**src/rtl/irq_sel_pkg.sv**
```systemverilog
package irq_sel_pkg;
  typedef enum logic [2:0] {
    CLS_NONE = 3'd0,
    CLS_PGM  = 3'd1,
    CLS_SVC  = 3'd2,
    CLS_MCHK = 3'd3,
    CLS_EXT  = 3'd4,
    CLS_IO   = 3'd5
  } irq_cls_e;

  localparam int BIT_WAIT = 49;
  localparam int BIT_MCHK = 50;
  localparam int BIT_EXT  = 56;
  localparam int BIT_IO   = 57;
  localparam int CC_LO    = 44;

  localparam logic [15:0] TOD_CODE = 16'h1004;
  localparam logic [15:0] CPT_CODE = 16'h1005;
endpackage

```
**src/rtl/irq_lifo.sv**
```systemverilog
module irq_lifo #(
  parameter int DEPTH = 4,
  parameter int W     = 16,
  localparam int CNT_W = $clog2(DEPTH + 1),
  localparam int PTR_W = (DEPTH > 1) ? $clog2(DEPTH) : 1
) (
  input  logic         clk_i,
  input  logic         rst_ni,
  input  logic         push_i,
  input  logic [W-1:0] data_i,
  input  logic         pop_i,
  output logic [W-1:0] top_o,
  output logic         nonempty_o
);
  logic [W-1:0]     mem_q [DEPTH];
  logic [CNT_W-1:0] cnt_q;
  logic [CNT_W-1:0] base;
  logic             pop_ok, push_ok;

  always_comb begin
    pop_ok  = pop_i && (cnt_q != '0);
    base    = cnt_q - CNT_W'(pop_ok);
    push_ok = push_i && (base < CNT_W'(DEPTH));
  end

  always_ff @(posedge clk_i or negedge rst_ni) begin
    if (!rst_ni) cnt_q <= '0;
    else         cnt_q <= base + CNT_W'(push_ok);
  end

  always_ff @(posedge clk_i) begin
    if (push_ok) mem_q[PTR_W'(base)] <= data_i;
  end

  assign nonempty_o = (cnt_q != '0);
  assign top_o      = nonempty_o ? mem_q[PTR_W'(cnt_q - CNT_W'(1))] : '0;
endmodule

```
**src/rtl/irq_io_bank.sv**
```systemverilog
module irq_io_bank #(
  parameter int NUM_ISC  = 8,
  parameter int IO_DEPTH = 2,
  parameter int IO_W     = 32,
  localparam int ISC_W = $clog2(NUM_ISC)
) (
  input  logic               clk_i,
  input  logic               rst_ni,
  input  logic               push_i,
  input  logic [ISC_W-1:0]   isc_i,
  input  logic [IO_W-1:0]    word_i,
  input  logic [NUM_ISC-1:0] isc_en_i,
  input  logic               pop_i,
  output logic               deliv_o,
  output logic [ISC_W-1:0]   pick_o,
  output logic [IO_W-1:0]    word_o,
  output logic               any_o
);
  logic [NUM_ISC-1:0] ne;
  logic [IO_W-1:0]    tops [NUM_ISC];
  logic [NUM_ISC-1:0] deliv;

  for (genvar g = 0; g < NUM_ISC; g++) begin : g_isc
    irq_lifo #(.DEPTH(IO_DEPTH), .W(IO_W)) u_q (
      .clk_i      (clk_i),
      .rst_ni     (rst_ni),
      .push_i     (push_i && (isc_i == ISC_W'(g))),
      .data_i     (word_i),
      .pop_i      (pop_i && deliv_o && (pick_o == ISC_W'(g))),
      .top_o      (tops[g]),
      .nonempty_o (ne[g])
    );
    assign deliv[g] = ne[g] & isc_en_i[g];
  end

  // lowest deliverable subclass wins
  always_comb begin
    pick_o = '0;
    for (int i = NUM_ISC - 1; i >= 0; i--) begin
      if (deliv[i]) pick_o = ISC_W'(i);
    end
  end

  assign deliv_o = |deliv;
  assign any_o   = |ne;
  assign word_o  = tops[pick_o];
endmodule

```
**src/rtl/irq_arbiter.sv**
```systemverilog
module irq_arbiter
  import irq_sel_pkg::*;
#(
  parameter int CODE_W = 16,
  parameter int ISC_W  = 3
) (
  input  logic              take_i,
  input  logic [63:0]       psw_mask_i,
  input  logic              cr14_crw_en_i,
  input  logic              sync_valid_i,
  input  logic              sync_svc_i,
  input  logic [CODE_W-1:0] sync_code_i,
  input  logic              mchk_ne_i,
  input  logic [CODE_W-1:0] mchk_top_i,
  input  logic              ext_ne_i,
  input  logic [CODE_W-1:0] ext_top_i,
  input  logic              tod_i,
  input  logic              cpt_i,
  input  logic              io_deliv_i,
  input  logic [ISC_W-1:0]  io_pick_i,
  output irq_cls_e          cls_o,
  output logic [CODE_W-1:0] code_o,
  output logic              pop_mchk_o,
  output logic              pop_ext_o,
  output logic              pop_io_o,
  output logic              clr_tod_o,
  output logic              clr_cpt_o
);
  always_comb begin
    cls_o      = CLS_NONE;
    code_o     = '0;
    pop_mchk_o = 1'b0;
    pop_ext_o  = 1'b0;
    pop_io_o   = 1'b0;
    clr_tod_o  = 1'b0;
    clr_cpt_o  = 1'b0;
    if (sync_valid_i) begin
      cls_o  = sync_svc_i ? CLS_SVC : CLS_PGM;
      code_o = sync_code_i;
    end else if (psw_mask_i[BIT_MCHK] && cr14_crw_en_i && mchk_ne_i) begin
      cls_o      = CLS_MCHK;
      code_o     = mchk_top_i;
      pop_mchk_o = take_i;
    end else if (psw_mask_i[BIT_EXT] && (ext_ne_i || tod_i || cpt_i)) begin
      cls_o = CLS_EXT;
      if (ext_ne_i) begin
        code_o    = ext_top_i;
        pop_ext_o = take_i;
      end else if (tod_i) begin
        code_o    = CODE_W'(TOD_CODE);
        clr_tod_o = take_i;
      end else begin
        code_o    = CODE_W'(CPT_CODE);
        clr_cpt_o = take_i;
      end
    end else if (psw_mask_i[BIT_IO] && io_deliv_i) begin
      cls_o    = CLS_IO;
      code_o   = CODE_W'(io_pick_i);
      pop_io_o = take_i;
    end
  end
endmodule

```
**src/rtl/irq_sel.sv**
```systemverilog
module irq_sel
  import irq_sel_pkg::*;
#(
  parameter int NUM_ISC    = 8,
  parameter int CODE_W     = 16,
  parameter int IO_W       = 32,
  parameter int EXT_DEPTH  = 4,
  parameter int MCHK_DEPTH = 2,
  parameter int IO_DEPTH   = 2,
  localparam int ISC_W = $clog2(NUM_ISC)
) (
  input  logic               clk_i,
  input  logic               rst_ni,
  input  logic [63:0]        psw_mask_i,
  input  logic [1:0]         cc_i,
  input  logic [NUM_ISC-1:0] cr6_isc_en_i,
  input  logic               cr14_crw_en_i,
  input  logic               sync_valid_i,
  input  logic               sync_svc_i,
  input  logic [CODE_W-1:0]  sync_code_i,
  input  logic               mchk_push_i,
  input  logic [CODE_W-1:0]  mchk_code_i,
  input  logic               ext_push_i,
  input  logic [CODE_W-1:0]  ext_code_i,
  input  logic               tod_req_i,
  input  logic               cpt_req_i,
  input  logic               io_push_i,
  input  logic [ISC_W-1:0]   io_isc_i,
  input  logic [IO_W-1:0]    io_word_i,
  input  logic               take_i,
  input  logic               load_psw_i,
  input  logic [63:0]        new_mask_i,
  output logic [2:0]         sel_class_o,
  output logic [CODE_W-1:0]  int_code_o,
  output logic [IO_W-1:0]    io_word_o,
  output logic [63:0]        old_mask_o,
  output logic               pend_mchk_o,
  output logic               pend_ext_o,
  output logic               pend_tod_o,
  output logic               pend_cpt_o,
  output logic               pend_io_o,
  output logic               irq_o,
  output logic               halted_o
);
  logic [CODE_W-1:0] mchk_top, ext_top;
  logic              io_deliv;
  logic [ISC_W-1:0]  io_pick;
  logic [IO_W-1:0]   io_top;
  logic              pop_mchk, pop_ext, pop_io, clr_tod, clr_cpt;
  logic              tod_q, cpt_q, halt_q;
  irq_cls_e          cls;

  irq_lifo #(.DEPTH(MCHK_DEPTH), .W(CODE_W)) u_mchk (
    .clk_i(clk_i), .rst_ni(rst_ni), .push_i(mchk_push_i), .data_i(mchk_code_i),
    .pop_i(pop_mchk), .top_o(mchk_top), .nonempty_o(pend_mchk_o)
  );

  irq_lifo #(.DEPTH(EXT_DEPTH), .W(CODE_W)) u_ext (
    .clk_i(clk_i), .rst_ni(rst_ni), .push_i(ext_push_i), .data_i(ext_code_i),
    .pop_i(pop_ext), .top_o(ext_top), .nonempty_o(pend_ext_o)
  );

  irq_io_bank #(.NUM_ISC(NUM_ISC), .IO_DEPTH(IO_DEPTH), .IO_W(IO_W)) u_io (
    .clk_i(clk_i), .rst_ni(rst_ni), .push_i(io_push_i), .isc_i(io_isc_i),
    .word_i(io_word_i), .isc_en_i(cr6_isc_en_i), .pop_i(pop_io),
    .deliv_o(io_deliv), .pick_o(io_pick), .word_o(io_top), .any_o(pend_io_o)
  );

  irq_arbiter #(.CODE_W(CODE_W), .ISC_W(ISC_W)) u_arb (
    .take_i(take_i), .psw_mask_i(psw_mask_i), .cr14_crw_en_i(cr14_crw_en_i),
    .sync_valid_i(sync_valid_i), .sync_svc_i(sync_svc_i), .sync_code_i(sync_code_i),
    .mchk_ne_i(pend_mchk_o), .mchk_top_i(mchk_top),
    .ext_ne_i(pend_ext_o), .ext_top_i(ext_top),
    .tod_i(tod_q), .cpt_i(cpt_q),
    .io_deliv_i(io_deliv), .io_pick_i(io_pick),
    .cls_o(cls), .code_o(int_code_o),
    .pop_mchk_o(pop_mchk), .pop_ext_o(pop_ext), .pop_io_o(pop_io),
    .clr_tod_o(clr_tod), .clr_cpt_o(clr_cpt)
  );

  // new request beats same-cycle clear
  always_ff @(posedge clk_i or negedge rst_ni) begin
    if (!rst_ni) begin
      tod_q  <= 1'b0;
      cpt_q  <= 1'b0;
      halt_q <= 1'b0;
    end else begin
      tod_q <= tod_req_i | (tod_q & ~clr_tod);
      cpt_q <= cpt_req_i | (cpt_q & ~clr_cpt);
      if (load_psw_i)
        halt_q <= new_mask_i[BIT_WAIT] & ~new_mask_i[BIT_MCHK] &
                  ~new_mask_i[BIT_EXT] & ~new_mask_i[BIT_IO];
    end
  end

  assign sel_class_o = cls;
  assign io_word_o   = (cls == CLS_IO) ? io_top : '0;
  assign old_mask_o  = {psw_mask_i[63:CC_LO+2], cc_i, psw_mask_i[CC_LO-1:0]};
  assign pend_tod_o  = tod_q;
  assign pend_cpt_o  = cpt_q;
  assign irq_o       = pend_mchk_o | pend_ext_o | tod_q | cpt_q | pend_io_o;
  assign halted_o    = halt_q;
endmodule

```
**config.mk**
```make
export PLATFORM = sky130hd
export DESIGN_NAME = irq_sel
export DESIGN_NICKNAME = d
export VERILOG_FILES = /design/src/rtl/irq_sel_pkg.sv /design/src/rtl/irq_lifo.sv /design/src/rtl/irq_io_bank.sv /design/src/rtl/irq_arbiter.sv /design/src/rtl/irq_sel.sv
export SDC_FILE = /design/constraint.sdc
export NUM_CORES = 1
export LEC_CHECK = 0
export BUFFER_PORTS_ARGS = -buffer_cell sky130_fd_sc_hd__buf_2
export CAP_MARGIN = 30
export CORE_MARGIN = 5
export CORE_UTILIZATION = 30
export CTS_CLUSTER_DIAMETER = 60
export DETAILED_ROUTE_END_ITERATION = 6
export PLACE_DENSITY = 0.58
export SYNTH_ARGS = -nofsm -noshare
export SYNTH_HDL_FRONTEND = slang
export SYNTH_SLANG_ARGS = --single-unit
```
**constraint.sdc**
```tcl
create_clock -name clk_i -period 4.85 [get_ports clk_i]
set_input_delay 0.485 -clock clk_i [delete_from_list [all_inputs] [get_ports clk_i]]
set_output_delay 0.485 -clock clk_i [all_outputs]
set_load 0.02 [all_outputs]
```
Word-level counts from Yosys, hierarchy flattened:

Memory sizes are Yosys's and may differ from the RTL's.
Cells that the tools add are included.

* bits of input ports: 233
* bits in writable memories: 608
* register bits after elaboration: 24
* ROM bits: 0
* latch bits: 0
* memories: 10
* logic and storage cells: 233
* output and inout bits: 122

Memories
* u_ext.mem_q: depth 4, width 16, read ports 1, clocked after Yosys merged registers in 0, write ports 1, line irq_lifo.sv:15 `logic [W-1:0] mem_q [DEPTH];`
* u_io.g_isc[0].u_q.mem_q: depth 2, width 32, read ports 1, clocked after Yosys merged registers in 0, write ports 1, line irq_lifo.sv:15
* u_io.g_isc[1].u_q.mem_q: depth 2, width 32, read ports 1, clocked after Yosys merged registers in 0, write ports 1, line irq_lifo.sv:15
* u_io.g_isc[2].u_q.mem_q: depth 2, width 32, read ports 1, clocked after Yosys merged registers in 0, write ports 1, line irq_lifo.sv:15
* u_io.g_isc[3].u_q.mem_q: depth 2, width 32, read ports 1, clocked after Yosys merged registers in 0, write ports 1, line irq_lifo.sv:15
* u_io.g_isc[4].u_q.mem_q: depth 2, width 32, read ports 1, clocked after Yosys merged registers in 0, write ports 1, line irq_lifo.sv:15
* 4 more memories

* reduce and logical (&&, ||, !) cells: 57
* mux-type cells: 72
* shifts and indexed selects: 0
* divide/modulo/power cells: 0
* $lt $le $gt $ge: 11
* add/subtract/negate cells: 30
* multipliers: 0
* eq/ne operators: 15
* bitwise logic cells: 25

Operators by type and width (count)
* 2-to-1 mux 32 bit: 11
* binary-select mux 32 bit (select 3 bit): 1
* 2-to-1 mux 16 bit: 5
* logical AND 1 bit: 41
* 2-to-1 mux 1 bit: 41
* 2-to-1 mux 3 bit: 13
* equality test 3 bit (second input constant): 9
* adder 2 x 1 -> 2 bit: 9
* < comparator 2 bit (second input constant): 9
* nonzero test 2 bit: 9
* subtractor 2 x 1 -> 2 bit: 9
* OR reduction 8 bit: 2
* AND 1 bit: 13
* equality test 3 x 2 -> 1 bit (second input constant): 4
* subtractor 1 bit (second input constant): 9
* equality test 3 x 1 -> 1 bit (second input constant): 2
* zero test 3 bit: 2
* bitwise OR 1 bit: 6
* inverter 1 bit: 5
* greater-or-equal comparator 4 bit (second input constant): 1
* inverter 3 -> 4 bit: 1
* adder 3 x 1 -> 3 bit: 1
* < comparator 3 bit (second input constant): 1
* nonzero test 3 bit: 1
* 4 further kinds: 5

Depth between registers and ports, before layout:

* word-level depth: 18
* depth in mapped cells: 18
* gate-level depth less buffers: 14

Hierarchy:

From an unflattened synthesis, not the netlist that was laid out.

* cells, all modules: 1667
* area, all modules: 27433.8 sq um

Modules (own cells, without submodules)
* irq_lifo (u_io.g_isc[0].u_q ...): cells an instance 118, times used 8, sequential area each 1971.9 sq um, area an instance 2433.6 sq um
* irq_lifo (u_ext): cells an instance 123, times used 1, sequential area each 1996.9 sq um, area an instance 2667.6 sq um
* irq_io_bank: cells an instance 321, times used 1, sequential area each 0.0 sq um, area an instance 2568.7 sq um
* irq_lifo (u_mchk): cells an instance 66, times used 1, sequential area each 1011.0 sq um, area an instance 1288.7 sq um
* irq_sel: cells an instance 112, times used 1, sequential area each 75.1 sq um, area an instance 854.6 sq um
* irq_arbiter: cells an instance 101, times used 1, sequential area each 0.0 sq um, area an instance 585.6 sq um

Least setup slack after synthesis:

OpenSTA, ideal clock, no wires.

* kind: reg2reg
* start point: reg u_ext.cnt_q[0]
* end point: mem u_ext.mem_q[6][0] (netlist: u_ext.mem_q[3][0]) (enable)
* stages on the path, launching flop included: 16
* buffers on the path: 4
* clock period less this slack: 4.561 ns
* data arrival time: 4.152 ns
* setup slack: 0.289 ns
* cell sequence: dfrtp_1 -> buf_2 -> buf_1 -> inv_1 -> ha_1 -> nand2b_1 -> buf_4 -> inv_1 -> nor3_1 -> clkbuf_1 -> and2_1 -> ha_1 -> ha_1 -> xnor2_1 -> nand2_1 -> nor3_1

* cells in the longest elaborated chain, start to end: 13
* elaborated cells between the ends (all ways): 14

RTL lines
* start, declared: line irq_lifo.sv:16 `logic [CNT_W-1:0] cnt_q;`
* start signal, assigned: line irq_lifo.sv:28 `else cnt_q <= base + CNT_W'(push_ok);`
* nonzero test 3 bit *: line irq_lifo.sv:35 `assign nonempty_o = (cnt_q != '0);`
* via pend_ext_o: line irq_sel.sv:38 `output logic pend_ext_o,`
* logical OR 1 bit (2 in series): line irq_arbiter.sv:44 `end else if (psw_mask_i[BIT_EXT] && (ext_ne_i || tod_i || cpt_i)) begin`
* logical AND 1 bit: line irq_arbiter.sv:44
* 2-to-1 mux 1 bit: line irq_arbiter.sv:44
* 2-to-1 mux 1 bit: line irq_arbiter.sv:40 `end else if (psw_mask_i[BIT_MCHK] && cr14_crw_en_i && mchk_ne_i) begin`
* 2-to-1 mux 1 bit: line irq_arbiter.sv:37 `if (sync_valid_i) begin`
* logical AND 1 bit *: line irq_lifo.sv:21 `pop_ok = pop_i && (cnt_q != '0);`
* subtractor 3 x 1 -> 3 bit *: line irq_lifo.sv:22 `base = cnt_q - CNT_W'(pop_ok);`
* < comparator 3 bit: line irq_lifo.sv:23 `push_ok = push_i && (base < CNT_W'(DEPTH));`
* logical AND 1 bit: line irq_lifo.sv:23
* 2-to-1 mux 1 bit: line irq_lifo.sv:32 `if (push_ok) mem_q[PTR_W'(base)] <= data_i;`
* 2-to-1 mux 1 bit (implied by the code): line irq_lifo.sv:32
* end, declared: line irq_lifo.sv:15

Mark *: on every way through the listed nets, which the timed path passes. The rest lies on a longest branch.

Worst setup path after layout:

* start point: reg u_io.g_isc[3].u_q.cnt_q[1]
* end point: out io_word_o[16]

* cells in the longest elaborated chain, start to end: 11
* elaborated cells between the ends (all ways): 19

RTL lines
* start, declared: line irq_lifo.sv:16
* start signal, assigned: line irq_lifo.sv:28
* nonzero test 2 bit *: line irq_lifo.sv:35
* AND 1 bit: line irq_io_bank.sv:33 `assign deliv[g] = ne[g] & isc_en_i[g];`
* 2-to-1 mux 3 bit (4 in series): line irq_io_bank.sv:40 `if (deliv[i]) pick_o = ISC_W'(i);`
* inverter 3 -> 4 bit (implied by the code): line irq_io_bank.sv:46 `assign word_o = tops[pick_o];`
* binary-select mux 32 bit (select 3 bit): line irq_io_bank.sv:46
* 2-to-1 mux 32 bit (implied by the code) (2 in series): line irq_io_bank.sv:46
* 2-to-1 mux 32 bit *: line irq_sel.sv:97 `assign io_word_o = (cls == CLS_IO) ? io_top : '0;`
* end, declared: line irq_sel.sv:35 `output logic [IO_W-1:0] io_word_o,`

Mark *: on every way between the ends. The rest lies on a longest branch, timed or not. The select of a mux whose other input is x is not followed.

==> results.md <==
- Number of port buffers: 170
- M2 GR Usage: 25.6%
- Multi-input gate area in the final layout: 0.00620 mm²
- Synth area leaders: edfxtp_1 (70%), a221oi_1 (3.1%), nand2_1 (2.6%)
- Status: completed
- CTS Buf Count: 72
- DR iter-0 viols: 1,580
- FFs w/ async S/R, synth: 3.80%
- Initial core utilization: 30.2%
- Final Util: 35.4%
- Sequential cell area: 0.0189 mm²
- CTS root buffer: clkbuf_16
- Seq cells post-synth: 632
- Vias: 16,200
- Critical Path, Cell by Cell: buf_4 > o21a_1 > o21ai_2 > or2_4 > o22a_1 > buf_4 > o21ai_0 > o31ai_1 > buf_2
- Most frequent cells after synthesis: edfxtp_1 (608), nand2_1 (181), o21ai_0 (114), a221oi_1 (92), and3_1 (78)
- HP Class: in2reg
- Clk_lat worst skew: 0.64 ns
- Worst-path fanout max: 36
- CTS max path bufs: 3
- Floorplan row count: 108
- Max Cap Viol: 0
- DRC viols: 0
- Slew headroom: 34.0%
- Period utilization: 92.1%
- Cell taking the most area after synthesis: edfxtp_1
- R2R cell count: 13
- Synth unique cells: 60
- Max Freq: 224 MHz
- Final hold vios: 0
- Initial antenna violation count: 10
- Core Region: 0.0866 mm²
- Syn Inst Count: 1,763
- Max stage delay cell, worst path: buf_4
- Worst-Margin Slew: 0.988 ns
- Remaining global-route overflow: 0
- Synth Area per Inst: 14.8 µm²
- WP depth: 9
- Vias in the first global route: 16,400
- Top-level I/O count: 355
- Nets: 2,155
- Drt pass-1 iters: 5
- H-tree depth: 3
- Avg WL per Cell: 24.7 µm
- Largest net degree at the start of global routing: 67
- Synthesized cell area: 0.0261 mm²
- Met1 usage: 21.3%
- Worst Skew: 0.0536 ns
- Count leader, synth: edfxtp_1
- WP data arrival: 3.98 ns
- Die Width: 305 µm
- GRT Util Overall: 15.9%
- CP Capture Type: primary output
- Worst Hold Depth: 1
- Top Family by Delay on Critical Path: compound AO/OA/AOI/OAI gates
- Top FF cell, synth: edfxtp_1
- Die Y: 305 µm
- Die area: 0.0931 mm²
- Tmin final: 4.47 ns
- GR peak layer: met2
- Worst Path Required: 4.37 ns
- Area Growth Syn to Fin: 17.4%
- Syn_nets: 2,028
- First-pass GRT wire length: 111,000 µm
- Slew Limit Fails: 0
- Setup CP Type: reg2out
- TritonCTS clock tree: built
- CTS Sinks: 632
- Register area share after synthesis: 72.2%
- Setup violations, final: 0
- Grt met3 use: 3.56%
- Setup TNS: 0 ns
- Synth warnings: 0
- VDD IR-drop max: 0.344 mV
- Static leakage: 10.5 nW
- Fill cells: 8,235
- Power Density: 554 mW/mm²
- Share of cells above drive strength 1: 21.1%
- Synth top area share: 69.9%
- CTS clk-pin slew, worst paths: 0.06 ns
- Most used cell, CP: buf_4
- Number of synthesized flops with an enable pin: 608
- Gp weighted congestion: 0.809
- Vias/cell: 5.22
- Slowest stage delay, CP: 0.49 ns
- Crit start category: flop
- Unrepaired setup endpoints after global routing: false
- DRT antenna net count: 0
- Post-Route WL: 76,700 µm
- Buffers & Inverters on Critical Path: 3
- HPWL after DPL: 48,500 µm
[where the power goes]
part | total, W | switching [W] | internal, W | leakage, nW
logic | 0.00494 | 0.00344 | 0.00149 | 3.57
clock network | 0.00553 | 0.00230 | 0.00323 | 1.18
registers | 0.00651 | 0.000126 | 0.00638 | 5.76
[final timing paths]
path	from	endpoint	slack (ns)
min in group asynchronous	rst_ni	u_io.g_isc[2].u_q.cnt_q[0]	0.43
worst min register to register	halted_o	halted_o	0.50
worst min-delay path	mchk_code_i[8]	u_mchk.mem_q[0][8]	0.05
worst max register to register	u_io.g_isc[3].u_q.cnt_q[1]	u_io.g_isc[7].u_q.mem_q[1][13]	0.69
max in group asynchronous	rst_ni	u_io.g_isc[0].u_q.cnt_q[0]	3.93
worst max-delay path	u_io.g_isc[3].u_q.cnt_q[1]	io_word_o[16]	0.38
[registers in the layout, summed over array words and instances (netlist names)]
signal and cells:
u_ext.mem_q 64, u_ext.cnt_q 3, u_io.g_isc.u_q.mem_q 512, pend_cpt_o 1, u_mchk.mem_q 32, pend_tod_o 1
u_mchk.cnt_q 2, u_io.g_isc.u_q.cnt_q 16, halted_o 1
[layer usage]
metal / part of all wire [%] / wire length [µm]
met1: 42 / 32000
met2: 47 / 35800
met3: 8.4 / 6440
met4: 3.2 / 2430
met5: 0.014 / 11
[logic make-up after synthesis]
group	share of synthesized area [%]
AOI/OAI and AO/OA	11.9
muxes	2.05
and+or+nand+nor	7.19
xor gates and xnor gates	0.671
buffers and inverters	4.49
DFF	72.2
adders and majority gates	1.53
[layout make-up]
type | count | area share (%)
flip-flops and latches | 632 | 61.5
multi-input cells | 909 | 20.2
clock buffers | 87 | 6.06
repair buffers | 241 | 5.14
well taps | 1155 | 4.71
clock inverters | 42 | 1.90
inverters | 34 | 0.416
diodes | 4 | 0.0326
[placed cells by master, fill, tap and decap left out, types with 5 or more instances in the layout]
cell / n
clkbuf_16: 72
clkinv_16: 5
nor2_1: 15
a221oi_1: 92
nand2b_1: 8
a221o_1: 23
or3_1: 9
buf_12: 14
ha_2: 16
buf_2: 170
nand2_1: 181
edfxtp_1: 608
nor3_1: 23
o2111ai_1: 8
o21ai_0: 114
a221oi_2: 5
clkinv_2: 8
nor4_1: 7
a21oi_1: 57
buf_4: 53
nand4_1: 19
mux4_2: 16
clkbuf_1: 15
mux2i_1: 13
dfrtp_1: 20
o22ai_1: 10
o31ai_1: 17
nand3_1: 18
inv_6: 5
clkinv_1: 11
xor2_1: 16
o21ai_1: 15
a211oi_1: 36
bufinv_16: 8
inv_1: 34
ha_1: 16
and3_1: 78
o211ai_1: 37
[what timing repair did]
action	4_1_cts	5_1_grt
hold buffers	2	0
endpoints found under the setup margin	1	11
hold endpoints to repair	26	0
buffers inserted	0	0
cloned	0	0
resized for setup	1	2
[through the flow]
stage | area [µm²] | worst slack (ns) | cells | hold slack, ns | total power (W)
after detailed placement | 28200 | 0.627 | 2969 | 0.496 | 0.0116
after CTS | 30600 | 0.00268 | 3100 | 0.000746 | 0.0171
final | 30700 | 0.383 | 3104 | 0.0479 | 0.0170
after global routing | 30700 | 0.189 | 3100 | 0.0181 | 0.0177
after global placement | 28100 | 0.657 | 2967 | 0.491 | 0.0114
after floorplan | 26100 | 0.289 | 1763 | 0.189 | 0.00976
No activity file was read; power rests on OpenSTA's default activity.
